### config.mk
export PLATFORM = sky130hd
export DESIGN_NAME = rotimm_codec
export DESIGN_NICKNAME = d
export VERILOG_FILES = /design/src/rtl/rotimm_pkg.sv /design/src/rtl/rotimm_expand.sv /design/src/rtl/rotimm_search.sv /design/src/rtl/rotimm_codec.sv
export SDC_FILE = /design/constraint.sdc
export NUM_CORES = 1
export LEC_CHECK = 0
export ABC_AREA = 1
export CORE_UTILIZATION = 60
export DETAILED_ROUTE_END_ITERATION = 8
export DONT_BUFFER_PORTS = 1
export PLACE_DENSITY = 0.79
export SLEW_MARGIN = 20
export SYNTH_ARGS = -nofsm -noshare
export SYNTH_HDL_FRONTEND = slang
export SYNTH_SLANG_ARGS = --single-unit
### constraint.sdc
create_clock -name clk -period 1.5 [get_ports clk]
set_input_delay 0.075 -clock clk [delete_from_list [all_inputs] [get_ports clk]]
set_output_delay 0.075 -clock clk [all_outputs]
set_load 0.02 [all_outputs]
### src/rtl/rotimm_pkg.sv
package rotimm_pkg;
  parameter int unsigned WORD_W = 32;
  parameter int unsigned IMM_W  = 8;
  parameter int unsigned ROT_W  = 4;

  localparam int unsigned ROT_N    = 1 << ROT_W;
  localparam int unsigned ROT_STEP = WORD_W / ROT_N;
  localparam int unsigned FIELD_W  = IMM_W + ROT_W;

  typedef logic [WORD_W-1:0]  word_t;
  typedef logic [FIELD_W-1:0] field_t;
  typedef logic [ROT_W-1:0]   rot_t;
  typedef logic [IMM_W-1:0]   imm_t;

  // Rotate toward bit 0; bits leaving bit 0 re-enter at the top.
  function automatic word_t rot_right(word_t x, int unsigned amt);
    int unsigned a;
    a = amt % WORD_W;
    if (a == 0) return x;
    return (x >> a) | (x << (WORD_W - a));
  endfunction

  // Inverse of rot_right, used by the encoder search.
  function automatic word_t rot_left(word_t x, int unsigned amt);
    int unsigned a;
    a = amt % WORD_W;
    if (a == 0) return x;
    return (x << a) | (x >> (WORD_W - a));
  endfunction

  function automatic rot_t field_rot(field_t f);
    return f[FIELD_W-1:IMM_W];
  endfunction

  function automatic imm_t field_imm(field_t f);
    return f[IMM_W-1:0];
  endfunction

  // Constant denoted by a field.
  function automatic word_t field_to_word(field_t f);
    return rot_right(word_t'(field_imm(f)), int'(field_rot(f)) * ROT_STEP);
  endfunction
endpackage

### src/rtl/rotimm_expand.sv
module rotimm_expand
  import rotimm_pkg::*;
(
  input  field_t field_i,
  input  logic   carry_i,
  output word_t  value_o,
  output logic   carry_o,
  output logic   rot_zero_o
);
  word_t value_w;

  assign value_w    = field_to_word(field_i);
  assign rot_zero_o = (field_rot(field_i) == '0);
  assign value_o    = value_w;
  assign carry_o    = rot_zero_o ? carry_i : value_w[WORD_W-1];
endmodule

### src/rtl/rotimm_search.sv
module rotimm_search
  import rotimm_pkg::*;
(
  input  word_t             value_i,
  output logic [ROT_N-1:0]  hit_o,
  output logic [ROT_N-1:0]  first_hit_o,
  output logic              ok_o,
  output field_t            field_o
);
  word_t             cand [ROT_N];
  logic [ROT_N-1:0]  hit;
  logic [ROT_N-1:0]  first;
  rot_t              rot_sel;

  // One candidate per rotation: undo the rotation and see if it fits the payload.
  for (genvar r = 0; r < ROT_N; r++) begin : g_cand
    assign cand[r] = rot_left(value_i, r * ROT_STEP);
    assign hit[r]  = (cand[r][WORD_W-1:IMM_W] == '0);
  end

  // Lowest set bit wins: smallest rotation count.
  assign first = hit & ~(hit - ROT_N'(1));

  always_comb begin
    rot_sel = '0;
    for (int r = ROT_N - 1; r >= 0; r--) begin
      if (first[r]) rot_sel = rot_t'(r);
    end
  end

  assign hit_o       = hit;
  assign first_hit_o = first;
  assign ok_o        = |hit;
  assign field_o     = ok_o ? {rot_sel, cand[rot_sel][IMM_W-1:0]} : '0;
endmodule

### src/rtl/rotimm_codec.sv
module rotimm_codec
  import rotimm_pkg::*;
(
  input  logic                clk,
  input  logic                rst_n,
  input  logic                dec_in_valid,
  input  logic [FIELD_W-1:0]  dec_field,
  input  logic                dec_carry_in,
  output logic                dec_out_valid,
  output logic [WORD_W-1:0]   dec_value,
  output logic                dec_carry_out,
  input  logic                enc_in_valid,
  input  logic [WORD_W-1:0]   enc_value,
  output logic                enc_out_valid,
  output logic                enc_ok,
  output logic [FIELD_W-1:0]  enc_field
);
  // Combinational stage outputs, named for the checks below.
  word_t             exp_value;
  logic              exp_carry;
  logic              exp_rot_zero;
  logic [ROT_N-1:0]  srch_hit;
  logic [ROT_N-1:0]  srch_first;
  logic              srch_ok;
  field_t            srch_field;
  logic              dec_rot_zero_q;

  rotimm_expand u_expand (
    .field_i    (dec_field),
    .carry_i    (dec_carry_in),
    .value_o    (exp_value),
    .carry_o    (exp_carry),
    .rot_zero_o (exp_rot_zero)
  );

  rotimm_search u_search (
    .value_i     (enc_value),
    .hit_o       (srch_hit),
    .first_hit_o (srch_first),
    .ok_o        (srch_ok),
    .field_o     (srch_field)
  );

  always_ff @(posedge clk or negedge rst_n) begin
    if (!rst_n) begin
      dec_out_valid  <= 1'b0;
      dec_value      <= '0;
      dec_carry_out  <= 1'b0;
      dec_rot_zero_q <= 1'b0;
    end else begin
      dec_out_valid <= dec_in_valid;
      if (dec_in_valid) begin
        dec_value      <= exp_value;
        dec_carry_out  <= exp_carry;
        dec_rot_zero_q <= exp_rot_zero;
      end
    end
  end

  always_ff @(posedge clk or negedge rst_n) begin
    if (!rst_n) begin
      enc_out_valid <= 1'b0;
      enc_ok        <= 1'b0;
      enc_field     <= '0;
    end else begin
      enc_out_valid <= enc_in_valid;
      if (enc_in_valid) begin
        enc_ok    <= srch_ok;
        enc_field <= srch_field;
      end
    end
  end

  // Carry source for a rotated field is the top bit of the constant.
  assert_carry_top_R3: assert property (@(posedge clk) disable iff (!rst_n)
    dec_out_valid && !dec_rot_zero_q |-> dec_carry_out == dec_value[WORD_W-1]);

  // Unrotated field passes the incoming carry through.
  assert_carry_pass_R3: assert property (@(posedge clk) disable iff (!rst_n)
    dec_out_valid && dec_rot_zero_q |-> dec_carry_out == $past(dec_carry_in));

  // An accepted encoding decodes back to the requested constant.
  assert_roundtrip_R4: assert property (@(posedge clk) disable iff (!rst_n)
    enc_out_valid && enc_ok |-> field_to_word(enc_field) == $past(enc_value));

  // A minimal field with nonzero rotation cannot have two low zero bits,
  // otherwise one step less of rotation would also fit.
  assert_minimal_R5: assert property (@(posedge clk) disable iff (!rst_n)
    enc_out_valid && enc_ok && field_rot(enc_field) != '0 |-> enc_field[1:0] != 2'b00);

  // The priority pick selects at most one rotation, and only a fitting one.
  assert_single_pick_R5: assert property (@(posedge clk) disable iff (!rst_n)
    $onehot0(srch_first) && ((srch_first & ~srch_hit) == '0));

  // Rejected constants report an all-zero field.
  assert_reject_zero_R6: assert property (@(posedge clk) disable iff (!rst_n)
    enc_out_valid && !enc_ok |-> enc_field == '0);

  // Results hold between requests.
  assert_hold_R7: assert property (@(posedge clk) disable iff (!rst_n)
    !$past(enc_in_valid) |-> $stable(enc_field) && $stable(enc_ok));
endmodule

==> out/qor.csv, run 1 <==
stage,metric,value,unit
synthesis,Synth area leader,dfrtp_1,
synthesis,cell with the most instances after synthesis,nand2_1,
global_routing,initial antenna violation count,0,
critical_path,R2R cell count,2,
synthesis,"FF+latch count, synth",48,
cts,buffer type at the clock tree root,clkbuf_8,
critical_path,WP data required,1.69,ns
synthesis,Async SR Flop Fraction,100,%
cts,CTS Sinks,48,
sta,Max Freq,456,MHz
flow_run,Max Cap Viol,0,
global_routing,Overall Global Routing Usage,46.5,%
synthesis,most frequent cells after synthesis,"nand2_1 (217), nand3_1 (124), nor2_1 (73)",
floorplan,I/O pin count,97,
global_routing,vias in the first global route,5350,
synthesis,Yosys warning count,0,
synthesis,Post-synth EDFFs,0,
cts,CTS H-Tree Depth,2,
floorplan,die width,87.0,µm
cells_and_area,layout cell share with drive strength beyond 1,29.9,%
detailed_routing,Residual DRC,0,
hold_path,Hold Path Origin,dec_in_valid,
critical_path,Critical Path Start Type,input port,
synthesis,synth top area cells,"dfrtp_1 (28%), nand2_1 (19%), nand3_1 (14%)",
synthesis,gate count of the mapped netlist,718,
sta,"Slew Viols, Final",0,
detailed_routing,vias,5864,
detailed_routing,wire per inst,21.0,µm
hold_path,Hold Path Depth,2,
critical_path,Worst Setup End Kind,register,
critical_path,reg-to-reg startpoint,dec_value[21],
sta,final worst slack,-0.694,ns
critical_path,WS Path Type,in -> reg,
place,Area after DPL,5160,µm²
cells_and_area,Post-Layout Cell Count,884,
floorplan,core box area,6910,µm²
cts,clk slew on worst S/H paths,0.10,ns
cts,Num CTS Buffers,5,
floorplan,row count,30,
cells_and_area,synthesis-to-finish area growth,40.2,%
hold_path,Hold Crit Endpoint,dec_value[7],
global_routing,grt total ovfl,0,
global_routing,first-pass GRT wire length,26900,µm
synthesis,Mean Syn Cell Area,6.04,µm²
sta,final setup violation count,12,
floorplan,chip height,87.0,µm
synthesis,Post-Syn Area,4340,µm²
critical_path,reg2reg end,dec_value[21],
run_status,failing checks,negative setup slack,
floorplan,initial core utilization,62.8,%
place,DP Cell Count,842,
critical_path,Worst EP arrival,2.38,ns
detailed_routing,Via density,6.63,
pwr,Tot Pwr,3.34,mW
synthesis,"Primary FF master, synth",dfrtp_1,
sta,RSZ-0062 raised after global routing,true,
critical_path,crit-path max FO,5,
global_routing,largest net degree at the start of global routing,49,
hold_path,min-delay worst type,in -> reg,
pwr,"IR drop worst, VDD",0.738,mV
floorplan,DIE AREA,7580,µm²
place,gp weighted congestion,0.992,
place,number of port buffers,0,
pwr,P per Cell Area,548,nW/µm²
cells_and_area,nets,837,
cells_and_area,fill cell count,345,
cells_and_area,fin area,6080,µm²
critical_path,R2R Setup Slk,0.59,ns
sta,fraction of the cycle the final worst path needs,146,%
detailed_routing,Routed Antenna Nets,0,
sta,Slew headroom,64.0,%
detailed_routing,Iter 0 DRT Violations,922,
cts,CTS max path bufs,2,
synthesis,post-synth top area share,27.7,%
place,hpwl dp,11200,µm
synthesis,Syn Nets,768,
sta,final worst path period need,2.19,ns
synthesis,sequential-to-total area share from yosys stat,27.7,%
detailed_routing,first-pass detailed-route iteration total,6,
run_status,status,"finished, violations left",
place,placement-stage worst setup slack,-0.786,ns
cts,Skew-Pair Late Insertion Delay,0.29,ns
cts,CTS tree,done,
sta,"Hold Violations, Final",0,
synthesis,Synth cell types,39,
pwr,Pleak,2.99,nW
sta,Slew @ Worst Pin,0.538,ns
detailed_routing,WL final,18500,µm
cells_and_area,number of diodes,0,
sta,clk_skew,0,ns
[worst max-delay path, stage by stage]
cell and delay (ns):
nor2_4 0.19, nand2_4 0.10, nor2_4 0.19, nand3_1 0.22
nand3_1 0.19, nor2_2 0.08, o21ai_2 0.15, nand3_2 0.10
nor2_4 0.24, buf_2 0.24, nand4_1 0.12, nand3_1 0.12
nand3_1 0.14, nand3_1 0.14, nand3_1 0.08
[report_power, final]
part | internal, mW | switching, mW | leakage (nW) | total, mW
registers | 1.39 | 0.201 | 0.641 | 1.59
clock network | 0.589 | 0.426 | 0.0645 | 1.02
logic | 0.259 | 0.470 | 2.28 | 0.729
[metal layers]
metal,global-route usage (%),up-vias,routed length (µm)
met5,0,-,0
met4,22.3,0,1390
met3,13.9,167,2600
met2,73.6,550,8120
met1,57.8,2620,6420
li1,-,2527,-
[timing repair]
item                                    4_1_cts  5_1_grt
setup buffers                                10        6
pin swaps                                    20       11
gates cloned                                  6        4
gates resized for setup                      52       33
hold endpoints to repair                     58        0
hold buffers                                  8        0
endpoints found under the setup margin       13       14
[worst max path at each step]
stage / depth (start not counted) / from / endpoint
after floorplan: 17 / enc_value[13] / enc_field[3]
after global placement: 18 / enc_value[31] / enc_field[6]
after detailed placement: 16 / enc_value[31] / enc_field[0]
after CTS: 17 / enc_value[31] / enc_field[4]
after global routing: 17 / enc_value[1] / enc_field[2]
final: 15 / enc_value[31] / enc_field[2]
[flip-flops by register name, indices dropped and copies added (netlist names)]
| name | flops |
|---|---|
| enc_field | 12 |
| enc_ok | 1 |
| enc_out_valid | 1 |
| dec_carry_out | 1 |
| dec_out_valid | 1 |
| dec_value | 32 |
[through the flow]
stage | hold WS, ns | setup TNS [ns] | util (%)
floorplan | -0.221 | -2.96 | -
CTS | 0.0100 | -3.16 | 84.1
finish | 0.0269 | -6.04 | 88.1
global placement | -0.219 | -8.17 | 74.7
detailed placement | -0.220 | -8.60 | 74.7
global route | 0.0176 | -8.19 | 88.1
[cell type report]
cell class,count,area (µm²),area share [%]
multi-input combinational,564,3390,55.6
sequential,48,1200,19.7
timing repair buffer,93,953,15.7
inverter,73,287,4.71
tap,96,120,1.97
clock buffer,7,96.3,1.58
clock inverter,1,30.0,0.494
timing repair inverter,2,11.3,0.185
[cell families (layout without fill, tap and decap cells)]
| kind of cell | count (synthesis) | in the layout | share of synthesized area [%] |
|---|---|---|---|
| and+or+nand+nor | 482 | 482 | 50.3 |
| buffers and inverters | 106 | 176 | 10.9 |
| AOI/OAI and AO/OA | 80 | 80 | 10.6 |
| DFF | 48 | 48 | 27.7 |
| adders and majority gates | 1 | 1 | 0.288 |
| xor gates and xnor gates | 1 | 1 | 0.202 |
[cell usage in the layout, fill, tap and decap left out, drive strengths merged, types with 2 or more instances in the layout]
cell,n
a21boi,2
a21oi,9
a31oi,3
buf,83
clkbuf,10
clkinv,5
dfrtp,48
dlygate4sd3,7
inv,69
nand2,219
nand3,127
nand4,39
nor2,85
nor3,7
o211ai,9
o21a,2
o21ai,52
o311ai,2
or2,3
Note: power is estimated with default switching activity, not from simulation.
==> run 2, diff against run 1 <==
- REMOVE_ABC_BUFFERS: unset -> 1
==> run 2 against run 1 <==
  * Routed wire length down 8.3%
  * Sequential cell count did not move
  * Core utilization shrank 3.5 points
  * Sequential power about the same
  * Count of clock-buffer cells in the layout shrank 2
  * Critical path type unchanged
  * The flow finishes with violations (design-rule violations, negative hold slack, negative setup slack)
  * Non-clock buffer count down 3
  * Combinational power down 6.9%
  * Total power fell by 2.6%
  * Sequential share of layout area is 0.82 points higher
  * Highest routed layer unchanged
  * Maximum frequency rose by 6.3%
  * First-iteration DRC count fell by 16%
==> out/qor.csv, run 2 (synthesis gave the netlist of run 1 again) <==
stage,metric,value,unit,change
cells_and_area,fill cell count,448,,+30%
run_status,status,"finished, violations left",,
sta,final worst slack,-0.565,ns,+0.129 ns
cts,CTS Sinks,48,,unchanged
detailed_routing,wire per inst,19.3,µm,-8.0%
cts,CTS max path bufs,2,,unchanged
floorplan,DIE AREA,7580,µm²,unchanged
cts,buffer type at the clock tree root,clkbuf_8,,
place,hpwl dp,10600,µm,-5.2%
sta,final setup violation count,12,,unchanged
global_routing,first-pass GRT wire length,25100,µm,-6.6%
run_status,failing checks,"design-rule violations, negative hold slack, negative setup slack",,
cells_and_area,nets,834,,-0.36%
cts,clk slew on worst S/H paths,0.10,ns,about the same
sta,clk_skew,0,ns,unchanged
critical_path,Worst EP arrival,2.32,ns,-0.06 ns
place,number of port buffers,0,,unchanged
hold_path,min-delay worst type,in -> reg,,
detailed_routing,WL final,17000,µm,-8.3%
critical_path,WP data required,1.75,ns,+0.06 ns
pwr,Pleak,2.95,nW,-1.2%
critical_path,crit-path max FO,25,,+20
detailed_routing,metal2 WL,7400,µm,-8.9%
cells_and_area,Reg with most FFs,dec_value,,
detailed_routing,Residual DRC,2,,+2
floorplan,initial core utilization,62.8,%,unchanged
pwr,"IR drop worst, VDD",0.425,mV,-42%
detailed_routing,Iter 0 DRT Violations,777,,-16%
cells_and_area,Largest regs,"dec_value (32), enc_field (12)",,
sta,"Hold Violations, Final",1,,+1
sta,Max Freq,484,MHz,+6.3%
place,DP Cell Count,846,,+0.48%
sta,final worst path period need,2.07,ns,-0.129 ns
cells_and_area,Post-Layout Cell Count,881,,-0.34%
critical_path,Worst Setup End Kind,register,,
detailed_routing,first-pass detailed-route iteration total,9,,+3
cells_and_area,post-layout util,84.6,%,-3.5 points
cells_and_area,"commonest cells after routing, fill and taps aside","nand2_1 (197), nand3_1 (82), buf_4 (71)",,
floorplan,core box area,6910,µm²,unchanged
cells_and_area,max reg flops,32,,unchanged
cells_and_area,"commonest non-fill, non-tap cell in the layout",nand2_1,,
cells_and_area,synthesis-to-finish area growth,34.6,%,
floorplan,row count,30,,unchanged
sta,fraction of the cycle the final worst path needs,138,%,-8.6 points
cts,Num CTS Buffers,5,,unchanged
sta,Fin Hold WS,-0.00373,ns,-0.0307 ns
detailed_routing,uppermost layer routed,met4,,
sta,RSZ-0062 raised after global routing,true,,
critical_path,Critical Path Start Type,input port,,
cts,CTS tree,done,,
place,gp weighted congestion,1.03,,+4.0%
detailed_routing,met3 wire length,2270,µm,-13%
global_routing,largest net degree at the start of global routing,49,,unchanged
detailed_routing,wl on met1,6230,µm,-3.0%
sta,Slew @ Worst Pin,0.385,ns,-0.153 ns
cells_and_area,layout cell share with drive strength beyond 1,29.2,%,-0.78 points
detailed_routing,Routed Antenna Nets,0,,unchanged
sta,"Slew Viols, Final",0,,unchanged
floorplan,die width,87.0,µm,unchanged
critical_path,WS Path Type,in -> reg,,
global_routing,grt total ovfl,0,,unchanged
cts,Skew-Pair Late Insertion Delay,0.31,ns,+0.02 ns
global_routing,vias in the first global route,5275,,-1.4%
detailed_routing,vias,5737,,-2.2%
place,placement-stage worst setup slack,-0.897,ns,-0.110 ns
pwr,P per Cell Area,556,nW/µm²,+1.5%
flow_run,Max Cap Viol,0,,unchanged
sta,Slew headroom,74.0,%,+10 points
detailed_routing,Via density,6.51,,-1.8%
cells_and_area,number of diodes,0,,unchanged
global_routing,Overall Global Routing Usage,42.4,%,-4.1 points
floorplan,I/O pin count,97,,unchanged
floorplan,chip height,87.0,µm,unchanged
global_routing,initial antenna violation count,0,,unchanged
cts,CTS H-Tree Depth,2,,unchanged
## run 2: cell count changes in the layout (fill, tap and decap cells not counted), moves of 5 or more
cell / change
nand3_2: +18
nand3_1: -10
nand2_4: -8
nand3_4: -8
nor2_2: +7
buf_4: +6
buf_6: -6
nand2_1: +6
nor2_4: -6
buf_12: +5
## run 2: layer usage
metal  vias up  global-route usage (%)
met3       151                    10.5
met2       486                    68.2
met5         -                       0
met4         0                    20.3
met1      2572                    53.1
li1       2528                       -
## run 2: area by class of cell
cell class                 instances  area (µm²)  share of cell area (%)
timing repair buffer              90         881                    15.1
inverter                          73         279                    4.78
clock inverter                     3        46.3                   0.793
timing repair inverter             2        11.3                   0.193
tap                               96         120                    2.06
multi-input combinational        564        3230                    55.4
sequential                        48        1200                    20.6
clock buffer                       5        68.8                    1.18
## run 2: through the flow
step	total power, mW	hold WS [ns]	instance area, µm²	TNS [ns]
after floorplan	1.96	-0.221	4140	-9.33
after detailed placement	2.16	-0.219	4820	-10.50
after global placement	2.14	-0.220	4820	-9.91
final	3.25	-0.00373	5840	-5.21
after CTS	3.19	0.00158	5570	-3.06
after global routing	3.39	0.0119	5840	-5.74
## run 2: worst paths after layout
check                           cells after the start          start       endpoint  slack, ns
worst max-delay path                               18  enc_value[21]   enc_field[5]      -0.57
worst min-delay path                                2   dec_field[2]   dec_value[2]     -0.004
worst max register to register                      2  dec_value[11]  dec_value[11]       0.68
worst min register to register                      2  dec_value[30]  dec_value[30]       0.63
max in group asynchronous                           2          rst_n  dec_value[31]       1.02
min in group asynchronous                           2          rst_n   enc_field[4]       0.27
## run 2: critical path: stages
cell	delay [ns]
nor2_4	0.20
nand2_4	0.10
nor2_4	0.20
nand3_2	0.16
nand3_4	0.17
inv_2	0.05
nand3_1	0.10
nand3_1	0.10
nor2_2	0.18
nand4_4	0.15
buf_12	0.20
nand2_1	0.10
nand2_1	0.08
nand2_1	0.10
nand2_1	0.07
nand2_1	0.09
nand3_2	0.11
nand3_2	0.07
## run 2: report_power, final
group,internal (mW),switching (mW)
Combinational,0.252,0.427
Sequential,1.39,0.198
Clock,0.503,0.478
Total,2.15,1.10
## run 2: repair_timing
action / in CTS / in global routing
hold buffers: 7 / 0
hold endpoints to repair: 57 / 0
setup endpoints to repair: 13 / 13
pin swaps: 36 / 52
setup buffers: 8 / 7
gates cloned: 5 / 1
gates resized for setup: 103 / 43
==> run 3, diff against run 2 <==
- ABC_AREA: 1 -> unset
==> run 3 against run 2 <==
  * The flow still finishes with violations (design-rule violations, negative hold slack, negative setup slack)
  * Sequential power is essentially flat
  * Synthesized cell count is 30% lower
  * Clock skew did not move
  * First-iteration DRC count up 0.26%
  * Sequential cell count unchanged
  * Register-to-register slack lost 0.20 ns
  * Combinational power rose by 10%
  * Largest power group unchanged
==> out/qor.csv, run 3 <==
stage,metric,value,unit,change
pwr,Seq pwr share,48.3,%,-0.6 points
critical_path,reg2reg end,enc_field[2],,
detailed_routing,Residual DRC,4,,+2
cells_and_area,fin area,5620,µm²,-3.8%
cells_and_area,post-layout util,86.5,%,+1.9 points
cts,Skew-Pair Late Insertion Delay,0.30,ns,about the same
hold_path,Hold Crit Endpoint,dec_value[1],,
pwr,Switching Fraction,32.0,%,-2.0 points
cts,CTS H-Tree Depth,2,,unchanged
sta,Slew @ Worst Pin,0.700,ns,+0.315 ns
sta,final worst slack,-0.926,ns,-0.361 ns
floorplan,die width,84.9,µm,-2.4%
detailed_routing,first-pass detailed-route iteration total,9,,unchanged
hold_path,min-delay worst type,in -> reg,,
critical_path,reg-to-reg startpoint,enc_field[2],,
synthesis,Synth cell types,57,,+46%
cells_and_area,"commonest cells after routing, fill and taps aside","buf_4 (105), nor2_1 (58), nand2_1 (50)",,
place,DP Cell Count,656,,-22%
cts,buffer type at the clock tree root,clkbuf_8,,
detailed_routing,met3 wire length,2430,µm,+7.0%
hold_path,Hold Path Origin,dec_field[1],,
floorplan,chip height,84.9,µm,-2.4%
global_routing,Overall Global Routing Usage,42.9,%,+0.55 points
cells_and_area,nets,661,,-21%
floorplan,core box area,6490,µm²,-6.0%
synthesis,post-synthesis mux area share,12.0,%,+12 points
detailed_routing,WL final,16200,µm,-4.9%
sta,clk_skew,0,ns,unchanged
place,number of port buffers,0,,unchanged
global_routing,initial antenna violation count,0,,unchanged
detailed_routing,metal2 WL,7060,µm,-4.6%
synthesis,sequential-to-total area share from yosys stat,29.1,%,+1.4 points
synthesis,Synth Area in Simple Gates,26.7,%,-24 points
cells_and_area,Reg with most FFs,dec_value,,
synthesis,"FF+latch count, synth",48,,unchanged
synthesis,Post-Synth XOR/XNOR Area,1.06,%,+0.86 points
detailed_routing,wl on met1,6070,µm,-2.6%
floorplan,I/O pin count,97,,unchanged
pwr,Int Power,2.22,mW,+3.3%
synthesis,synth top area cells,"dfrtp_1 (29%), mux2i_1 (9.0%), nor2_1 (5.4%)",,
cts,clk slew on worst S/H paths,0.08,ns,-0.02 ns
pwr,combinational power share,23.0,%,+2.1 points
pwr,P per Cell Area,580,nW/µm²,+4.3%
cells_and_area,number of diodes,0,,unchanged
synthesis,Async SR Flop Fraction,100,%,unchanged
critical_path,Worst EP arrival,2.61,ns,+0.29 ns
sta,fraction of the cycle the final worst path needs,162,%,+24 points
critical_path,crit-path cells,nor4_2 -> buf_4 -> o21ai_2 -> nor4b_4 -> a311oi_2 -> nand2_2 -> o21ai_4 -> buf_12 -> mux2i_2 -> o22ai_1 -> o21ai_1 -> nand3_1,,
sta,Slew headroom,53.0,%,-21 points
critical_path,largest stage delay on the critical path,0.38,ns,+0.18 ns
sta,final worst path period need,2.43,ns,+0.361 ns
synthesis,Synth area leader,dfrtp_1,,
floorplan,row count,29,,-3.3%
detailed_routing,Via density,7.23,,+11%
detailed_routing,vias,4981,,-13%
sta,"Slew Viols, Final",0,,unchanged
synthesis,Post-synth EDFFs,0,,unchanged
place,gp weighted congestion,1.10,,+6.6%
cells_and_area,max reg flops,32,,unchanged
critical_path,Critical Path Start Type,input port,,
synthesis,most frequent cells after synthesis,"nor2_1 (59), nand2_1 (53), dfrtp_1 (48)",,
cts,CTS Sinks,48,,unchanged
cells_and_area,Post-Layout Cell Count,689,,-22%
sta,RSZ-0062 raised after global routing,true,,
global_routing,first-pass GRT wire length,24200,µm,-3.5%
floorplan,initial core utilization,63.5,%,+0.69 points
cells_and_area,layout cell share with drive strength beyond 1,35.1,%,+6.0 points
sta,"Hold Violations, Final",1,,unchanged
global_routing,largest net degree at the start of global routing,49,,unchanged
global_routing,grt total ovfl,0,,unchanged
synthesis,gate count of the mapped netlist,504,,-30%
sta,Fin Hold WS,-0.00719,ns,-0.00345 ns
pwr,Pleak,2.38,nW,-19%
critical_path,R2R Setup Slk,0.48,ns,-0.20 ns
critical_path,R2R cell count,2,,unchanged
run_status,failing checks,"design-rule violations, negative hold slack, negative setup slack",,
synthesis,cell with the most instances after synthesis,nor2_1,,
pwr,"IR drop worst, VDD",0.812,mV,+91%
floorplan,DIE AREA,7210,µm²,-4.8%
cts,Num CTS Buffers,5,,unchanged
pwr,Clock power frac,28.7,%,-1.5 points
synthesis,Post-Syn Area,4130,µm²,-4.9%
critical_path,Worst Setup End Kind,register,,
flow_run,Max Cap Viol,0,,unchanged
detailed_routing,uppermost layer routed,met4,,
critical_path,WS Path Type,in -> reg,,
cts,CTS max path bufs,2,,unchanged
synthesis,post-synth top area share,29.1,%,+1.4 points
synthesis,"Primary FF master, synth",dfrtp_1,,
sta,Max Freq,412,MHz,-15%
cells_and_area,Largest regs,"dec_value (32), enc_field (12)",,
cells_and_area,synthesis-to-finish area growth,36.2,%,
place,hpwl dp,11000,µm,+3.5%
synthesis,main combinational cell family by area after synthesis,simple AND/OR/NAND/NOR gates,,
detailed_routing,wire per inst,23.5,µm,+22%
place,Area after DPL,4890,µm²,+1.4%
critical_path,WP data required,1.68,ns,-0.07 ns
synthesis,Synth Area in Compound Gates,25.1,%,+15 points
critical_path,crit-path max FO,6,,-76%
critical_path,slowest CP cell,mux2i_2,,
pwr,NetSw,1.04,mW,-5.6%
pwr,Tot Pwr,3.26,mW,+0.29%
synthesis,Mean Syn Cell Area,8.18,µm²,+35%
detailed_routing,Iter 0 DRT Violations,779,,+0.26%
detailed_routing,Routed Antenna Nets,0,,unchanged
hold_path,Hold Path Depth,2,,unchanged
sta,final setup violation count,13,,+1
synthesis,Post-Synth Adder-Cell Area,0.303,%,+0.015 points
cells_and_area,"commonest non-fill, non-tap cell in the layout",buf_4,,
synthesis,Yosys warning count,0,,unchanged
cts,CTS tree,done,,
global_routing,vias in the first global route,4612,,-13%
run_status,status,"finished, violations left",,
## run 3: cell count changes in the layout (fill, tap and decap cells not counted), sizes merged, moves of 24 or more
cell and change:
o22ai +24, mux2i +37, nand3 -106, nand2 -164
a22oi +24, buf +33, nand4 -33, nor2 -26
inv -39
## run 3: how the worst max path moves through the flow
stage	slack (ns)	from	end	cells past startpoint
final	-0.93	enc_value[24]	enc_field[2]	12
after global routing	-0.95	enc_value[24]	enc_field[6]	12
after CTS	-0.64	enc_value[24]	enc_field[4]	11
after detailed placement	-1.16	enc_value[3]	enc_field[7]	12
after global placement	-1.16	enc_value[24]	enc_field[2]	11
after floorplan	-1.15	enc_value[24]	enc_field[7]	9
## run 3: cell type report
cell class	instances	area [µm²]
inverter	33	124
clock inverter	2	35.0
multi-input combinational	399	3020
sequential	48	1200
tap	77	96.3
fill	343	877
timing repair buffer	124	1070
clock buffer	6	72.6
## run 3: routing by layer
layer / track usage (%) / vias to the layer above
met3: 10.0 / 74
met4: 10.9 / 0
li1: - / 2122
met1: 61.5 / 2321
met5: 0 / -
met2: 65.7 / 464
## run 3: per-stage QoR
step | hold WS [ns] | setup WS [ns] | setup TNS, ns
after floorplan | -0.221 | -1.15 | -15.23
after global placement | -0.220 | -1.16 | -11.91
after detailed placement | -0.220 | -1.16 | -12.48
after CTS | 0.0000734 | -0.638 | -5.73
after global routing | 0.0126 | -0.951 | -8.49
final | -0.00719 | -0.926 | -8.42
## run 3: worst max-delay path: cells and delay by family
family	cells	cell delay (ns)
compound gates	5	1.02
mux	1	0.38
simple gates	4	0.71
buf+inv	2	0.41
## run 3: kinds of logic (layout without fill, tap and decap cells)
family                     count (synthesis)  in the layout
AOI/OAI and AO/OA                        145            145
xor gates and xnor gates                   5              5
muxes                                     48             48
adders and majority gates                  1              1
buffers and inverters                     57            165
DFF                                       48             48
and+or+nand+nor                          200            200
## run 3: power by group through the flow
stage	sequential, mW	combinational [mW]	clock, mW
after CTS	1.57	0.705	0.921
after global placement	1.60	0.587	0
after detailed placement	1.60	0.609	0
final	1.57	0.750	0.935
after floorplan	1.57	0.393	0
after global routing	1.58	0.801	0.988
## run 3: what timing repair did
| item | CTS | global route |
|---|---|---|
| cloned | 0 | 2 |
| pin swaps | 22 | 17 |
| resized for setup | 40 | 35 |
| endpoints found under the hold margin | 85 | 0 |
| setup endpoints to repair | 13 | 13 |
| buffers inserted | 10 | 5 |
| hold buffers | 8 | 0 |
